## src/rtl/frame_timer_pkg.sv

```systemverilog
package frame_timer_pkg;
  typedef struct packed {
    logic flipSquare;
    logic flipStatus;
  } strobe_t;
endpackage

```

## src/rtl/frame_timer_ctrl.sv

```systemverilog
module frame_timer_ctrl
  import frame_timer_pkg::*;
#(
  parameter int FRAMES_PER_HALF = 4000,
  parameter int STATUS_DELAY = 62
) (
  input  logic    bitClk,
  input  logic    rstN,
  input  logic    framePulse,
  input  logic    squareNow,
  output strobe_t strobes
);
  localparam int FCW = (FRAMES_PER_HALF > 1) ? $clog2(FRAMES_PER_HALF) : 1;
  localparam int DCW = (STATUS_DELAY > 1) ? $clog2(STATUS_DELAY) : 1;
  localparam logic [FCW-1:0] LAST_FRAME = FCW'(FRAMES_PER_HALF - 1);
  localparam logic [DCW-1:0] DELAY_LOAD = DCW'(STATUS_DELAY - 1);

  logic [FCW-1:0] frameCount;
  logic [DCW-1:0] delayCount;
  logic           armed;
  logic           wrap;

  assign wrap = framePulse && (frameCount == LAST_FRAME);

  // Frame counter: advances only on sampled pulses.
  always_ff @(posedge bitClk or negedge rstN) begin
    if (!rstN) begin
      frameCount <= '0;
    end else if (framePulse) begin
      frameCount <= wrap ? '0 : frameCount + 1'b1;
    end
  end

  // Delay counter: armed by a wrap that makes the square wave rise.
  always_ff @(posedge bitClk or negedge rstN) begin
    if (!rstN) begin
      armed      <= 1'b0;
      delayCount <= '0;
    end else if (wrap && !squareNow) begin
      armed      <= 1'b1;
      delayCount <= DELAY_LOAD;
    end else if (armed) begin
      if (delayCount == '0) begin
        armed <= 1'b0;
      end else begin
        delayCount <= delayCount - 1'b1;
      end
    end
  end

  always_comb begin
    strobes.flipSquare = wrap;
    strobes.flipStatus = armed && (delayCount == '0);
  end
endmodule

```

## src/rtl/frame_timer_dp.sv

```systemverilog
module frame_timer_dp
  import frame_timer_pkg::*;
(
  input  logic    bitClk,
  input  logic    rstN,
  input  strobe_t strobes,
  output logic    squareOut,
  output logic    statusBit
);
  always_ff @(posedge bitClk or negedge rstN) begin
    if (!rstN) begin
      squareOut <= 1'b0;
      statusBit <= 1'b0;
    end else begin
      if (strobes.flipSquare) squareOut <= ~squareOut;
      if (strobes.flipStatus) statusBit <= ~statusBit;
    end
  end
endmodule

```

## src/rtl/frame_sec_timer.sv

```systemverilog
module frame_sec_timer #(
  parameter int BITS_PER_FRAME = 256,
  parameter int FRAMES_PER_HALF = 4000,
  parameter int STATUS_DELAY = 62
) (
  input  logic bitClk,
  input  logic rstN,
  input  logic framePulse,
  output logic squareOut,
  output logic statusBit
);
  import frame_timer_pkg::*;

  strobe_t strobes;

  // The delay must end before the next square-wave edge can arrive.
  if (STATUS_DELAY < 1 || STATUS_DELAY >= FRAMES_PER_HALF * BITS_PER_FRAME
      || FRAMES_PER_HALF < 2) begin : g_bad_cfg
    $error("frame_sec_timer: unsupported parameter combination");
  end

  frame_timer_ctrl #(
    .FRAMES_PER_HALF(FRAMES_PER_HALF),
    .STATUS_DELAY(STATUS_DELAY)
  ) u_ctrl (
    .bitClk(bitClk),
    .rstN(rstN),
    .framePulse(framePulse),
    .squareNow(squareOut),
    .strobes(strobes)
  );

  frame_timer_dp u_dp (
    .bitClk(bitClk),
    .rstN(rstN),
    .strobes(strobes),
    .squareOut(squareOut),
    .statusBit(statusBit)
  );
endmodule

```

## config.mk

```make
export PLATFORM = sky130hd
export DESIGN_NAME = frame_sec_timer
export DESIGN_NICKNAME = d
export VERILOG_FILES = /design/src/rtl/frame_timer_pkg.sv /design/src/rtl/frame_timer_ctrl.sv /design/src/rtl/frame_timer_dp.sv /design/src/rtl/frame_sec_timer.sv
export SDC_FILE = /design/constraint.sdc
export NUM_CORES = 1
export LEC_CHECK = 0
export BUFFER_PORTS_ARGS = -buffer_cell sky130_fd_sc_hd__buf_2
export CAP_MARGIN = 20
export CORE_UTILIZATION = 45
export CTS_CLUSTER_DIAMETER = 40
export DETAILED_ROUTE_END_ITERATION = 7
export GPL_ROUTABILITY_DRIVEN = 0
export REMOVE_ABC_BUFFERS = 1
export SLEW_MARGIN = 20
export SYNTH_ARGS = -nofsm -noshare
export SYNTH_HDL_FRONTEND = slang
export SYNTH_SLANG_ARGS = --single-unit
```

## constraint.sdc

```tcl
create_clock -name bitClk -period 1.8 [get_ports bitClk]
set_clock_uncertainty 0.05 [all_clocks]
set_input_delay 0.45 -clock bitClk [delete_from_list [all_inputs] [get_ports bitClk]]
set_output_delay 0.45 -clock bitClk [all_outputs]
set_load 0.05 [all_outputs]
```

Word level (Yosys, flattened, before mapping):

Cells that the tools add are included.

* add/subtract/negate cells: 2
* multiply operators: 0
* divide/modulo/power cells: 0
* order comparisons: 0
* eq/ne operators: 2
* shifts and indexed selects: 0
* multiplexer cells: 7
* bitwise gates (word level): 2
* reductions and logical operators: 7

Operators by type and width (number)
* $mux 6: 3
* $add 12x1->12 const B: 1
* $eq 12x12->1 const B: 1
* $mux 12: 1
* $logic_not 6->1: 1
* $sub 6x1->6 const B: 1
* $logic_and 1x1->1: 3
* $mux 1: 3
* $ne 2x1->1 const B: 1
* $not 1->1: 2
* $reduce_and 2->1: 1
* $reduce_bool 2->1: 1
* $logic_not 1->1: 1

* register bits: 21
* bits in latches: 0
* memory bits (writable): 0
* memory bits (read-only): 0
* input port bits: 3
* output and inout bits: 2
* logic and storage cells: 25
* memories: 0

Longest topological paths before layout:

* depth in word-level cells: 5
* mapped depth: 6
* gate-level depth less buffers: 6

Modules after synthesis:

From an unflattened synthesis, not the netlist that was laid out.

* cells, all modules: 103
* area, all modules: 1078.5 um^2

By module, submodules not included
* frame_timer_ctrl: instances 1, cells each 99, area each 1011.0 um^2, seq. area each 475.5 um^2
* frame_timer_dp: instances 1, cells each 4, area each 67.6 um^2, seq. area each 50.0 um^2

Least setup slack after synthesis:

Ideal clock, no wire load.

* path type: register to register
* start: register u_ctrl.frameCount[6]
* end: register u_ctrl.frameCount[0]
* setup time: 0.125 ns
* arrival: 1.458 ns
* data required time: 1.625 ns
* path slack: 0.167 ns
* cell stages (with the launch flop): 5
* buffers on the path: 0
* period minus slack after synthesis: 1.633 ns
* cell sequence: dfrtp_1 or3b_1 nor4_4 nor2_1 mux2_2

* cells in the longest elaborated chain, start to end: 3

Ends and longest elaborated chain
* start: declaration: RTL line frame_timer_ctrl.sv:18 `logic [FCW-1:0] frameCount;`
* start signal: assignment: RTL line frame_timer_ctrl.sv:30 `frameCount <= wrap ? '0 : frameCount + 1'b1;`
* $eq 12x12->1: RTL line frame_timer_ctrl.sv:23 `assign wrap = framePulse && (frameCount == LAST_FRAME);`
* $logic_and 1x1->1: RTL line frame_timer_ctrl.sv:23
* $mux 12: RTL line frame_timer_ctrl.sv:30

Every way passes these cells.
A chain may end at the register's enable or synchronous reset.

Worst setup path in the final report:

* start: register u_ctrl.frameCount[6]
* end: register u_ctrl.delayCount[1]

* cells in the longest elaborated chain, start to end: 5
* elaborated cells between the ends (all ways): 7
* classes of those cells: eq/ne (2); mux (1); reduce/logical (4)

Ends and longest elaborated chain
* $eq 12x12->1 *: RTL line frame_timer_ctrl.sv:23
* $logic_and 1x1->1 *: RTL line frame_timer_ctrl.sv:23
* $logic_and 1x1->1 *: RTL line frame_timer_ctrl.sv:39 `end else if (wrap && !squareNow) begin`
* $ne 2x1->1 (no source line) or $reduce_bool 2->1 (tied branches)
* $reduce_and 2->1 (no source line)
* end signal: assignment: RTL line frame_timer_ctrl.sv:46 `delayCount <= delayCount - 1'b1;`
* end: declaration: RTL line frame_timer_ctrl.sv:19 `logic [DCW-1:0] delayCount;`

Every way passes the cells marked *; elsewhere a longest branch is shown, timed or not.

==> reports/results.ini <==
[status]
status=completed

[sta]
tns_ps=0
timing.final.hold_violations=0
max_freq_mhz=594
setup_viol=0
fin_crit_sh_pct=93.5
tightest_slew_ps=462
rsz0062_at_grt=false
slew_violations=0
setup_slack_ps=118
timing.slew.headroom_pct=69.2
holdWs_ps=40.3
fin_crit_ps=1680

[die]
initial_utilization_pct=47.6
rows=17
core_area_mm2=0.00219
die_w_um=50.1
die_h_um=50.1
ios=5
dieArea_mm2=0.00251

[placement]
dp_hpwl_mm=1.33
postPlaceCellArea_mm2=0.00111
pre_cts_slack_ps=116
port_buffers=4

[logic_synthesis]
async_flop_share_pct=100
ys_seq_elements=21
synth_commonest_cells=dfrtp_1, nand2_1, nor2_1
avgSynthCellArea_um2=10.1
synth.most_common_cell=dfrtp_1
syn_inst=103
yosysWarnings=0
synth_edf_count=0
synth_top_area_cell=dfrtp_1
syn-cell-area_mm2=0.00104
synth_cell_types=30
synth-main-ff-cell=dfrtp_1
seq_area_frac_synth_pct=50.4
netlist.area_leader.share_pct=50.4
synthTopCellsByArea=dfrtp_1, xnor2_1, nand2_1, ha_1, nor2_1

[cells_and_area]
final_nets=120
nFillCells=210
ff_latch_area_um2=526
final_cell_area_mm2=0.00114
post-route-util_pct=52.0
multiInputGateArea_um2=502
num_antenna_cells=0
area_growth_pct=9.24
layout-drive-gt1-share_pct=13.3

[setup_path]
r2r_setup_slack_ps=120
cp_top_family=simple AND/OR/NAND/NOR gates
max_stage_delay_ps=440
end_kind=register
cp-start-kind=register
worst-path-buf-inv=0
crit_slowest_cell=or3b_1
crit_type=reg -> reg
crit_fanout=5
cp.arrival_ps=1810
required_ps=1930
path_cells=or3b_1, or4_1, o22ai_1, a21oi_1

[clocking]
ctsResizeCount=0
numClockSinks=21
ctsRootBufferMaster=clkbuf_4
cts_max_level=1
ctsHoldBuffers=0
numCtsBuffers=3
worstSkewPairLatency_ps=290
cts_buffer_depth=2
path_clk_slew_ps=110
cts_setup_buffers=0
tritoncts=built

[drt]
via_per_inst=5.25
totalWireLength_mm=1.79
num_vias=740
post-route-drc-count=0
wl_per_cell_um=12.7
drt-initial-drc-count=2
drtPass1Iterations=4
ant_nets=0

[grt]
grt_pass1_vias=761
antenna_found_initial=0
grt_pass1_wl_mm=3.17
overflow=0
grt_max_degree=22
track_usage_pct=16.7

[worst_hold_path]
hp-class=in -> async

[flow_run]
max-cap-violations=0

[power]
powerDensity_mw_per_mm2=905
p_leak_uw=0.000489
peakVddDrop_mv=0.525

-- worst reg2reg max path: cells and delay by family, from the launching register on --
kind / cells / cell delay, ps
AND/OR/NAND/NOR: 2 / 890
AO/OA/AOI/OAI: 2 / 200
flip-flops: 1 / 430
-- per-stage QoR --
stage	cells	power, µW
5_1_grt	141	1100
3_5_place_dp	137	822
6_report	141	1030
4_1_cts	141	1040
2_1_floorplan	103	765
3_3_place_gp	137	813
-- final timing paths --
kind | start | to | cells past startpoint
hold reg to reg | u_dp.statusBit | u_dp.statusBit | 1
setup reg to reg | u_ctrl.frameCount[6] | u_ctrl.delayCount[1] | 4
hold / removal | rstN | u_ctrl.delayCount[0] | 1
max in group asynchronous | rstN | u_ctrl.frameCount[8] | 1
setup / recovery | u_ctrl.frameCount[6] | u_ctrl.delayCount[1] | 4
min in group bitClk | framePulse | u_ctrl.frameCount[1] | 2
-- layer usage --
| metal | GRT usage [%] | part of all wire [%] | wire [µm] | vias up |
|---|---|---|---|---|
| met5 | 0 | 0 | 0 | - |
| met4 | 7.14 | 0.78 | 14 | 0 |
| met3 | 2.78 | 1.8 | 32 | 2 |
| met2 | 28.0 | 50 | 894 | 4 |
| met1 | 20.8 | 47 | 848 | 352 |
| li1 | - | - | - | 382 |
-- sequential cells by signal (all words and copies together) (netlist names) --
register	flops
u_ctrl.armed	1
u_ctrl.delayCount	6
u_ctrl.frameCount	12
u_dp.squareOut	1
u_dp.statusBit	1
-- where the power goes --
part           switching [µW]  internal [µW]  leakage (µW)  total [µW]
clock                     130           86.2     0.0000150         216
combinational            97.9           84.4      0.000211         182
sequential               90.3            542      0.000263         632
total                     318            712      0.000489        1030
-- layout make-up --
| cell class | count | area share (%) |
|---|---|---|
| Tap cell | 28 | 3.08 |
| Sequential cell | 21 | 46.2 |
| Inverter | 4 | 1.32 |
| Multi-Input combinational cell | 78 | 44.1 |
| Timing Repair Buffer | 6 | 3.08 |
| Clock buffer | 4 | 2.31 |
-- cell families after synthesis --
group / after synthesis / synth area share, %
muxes: 4 / 3.96
AOI/OAI and AO/OA: 12 / 7.44
DFF: 21 / 50.4
buffers and inverters: 4 / 1.44
xor gates and xnor gates: 8 / 6.72
adders and majority gates: 3 / 3.60
and+or+nand+nor: 51 / 26.4
-- placed cells by master (no fill, tap or decap), types with 2 or more instances in the layout --
cell | netlist | final
nor2_1 | 9 | 9
xnor2_1 | 7 | 7
buf_2 | 0 | 4
nand4_1 | 3 | 3
nand2b_1 | 3 | 3
mux2i_1 | 3 | 3
o211ai_1 | 4 | 4
clkbuf_4 | 0 | 3
inv_1 | 4 | 4
nor3_1 | 4 | 4
dfrtp_1 | 21 | 21
or3_1 | 4 | 4
o22ai_1 | 2 | 2
nor4_1 | 2 | 2
buf_4 | 0 | 2
a21oi_1 | 2 | 2
nand2_1 | 16 | 16
nand3_1 | 2 | 2
ha_1 | 3 | 3
(Power assumes the default switching activity.)
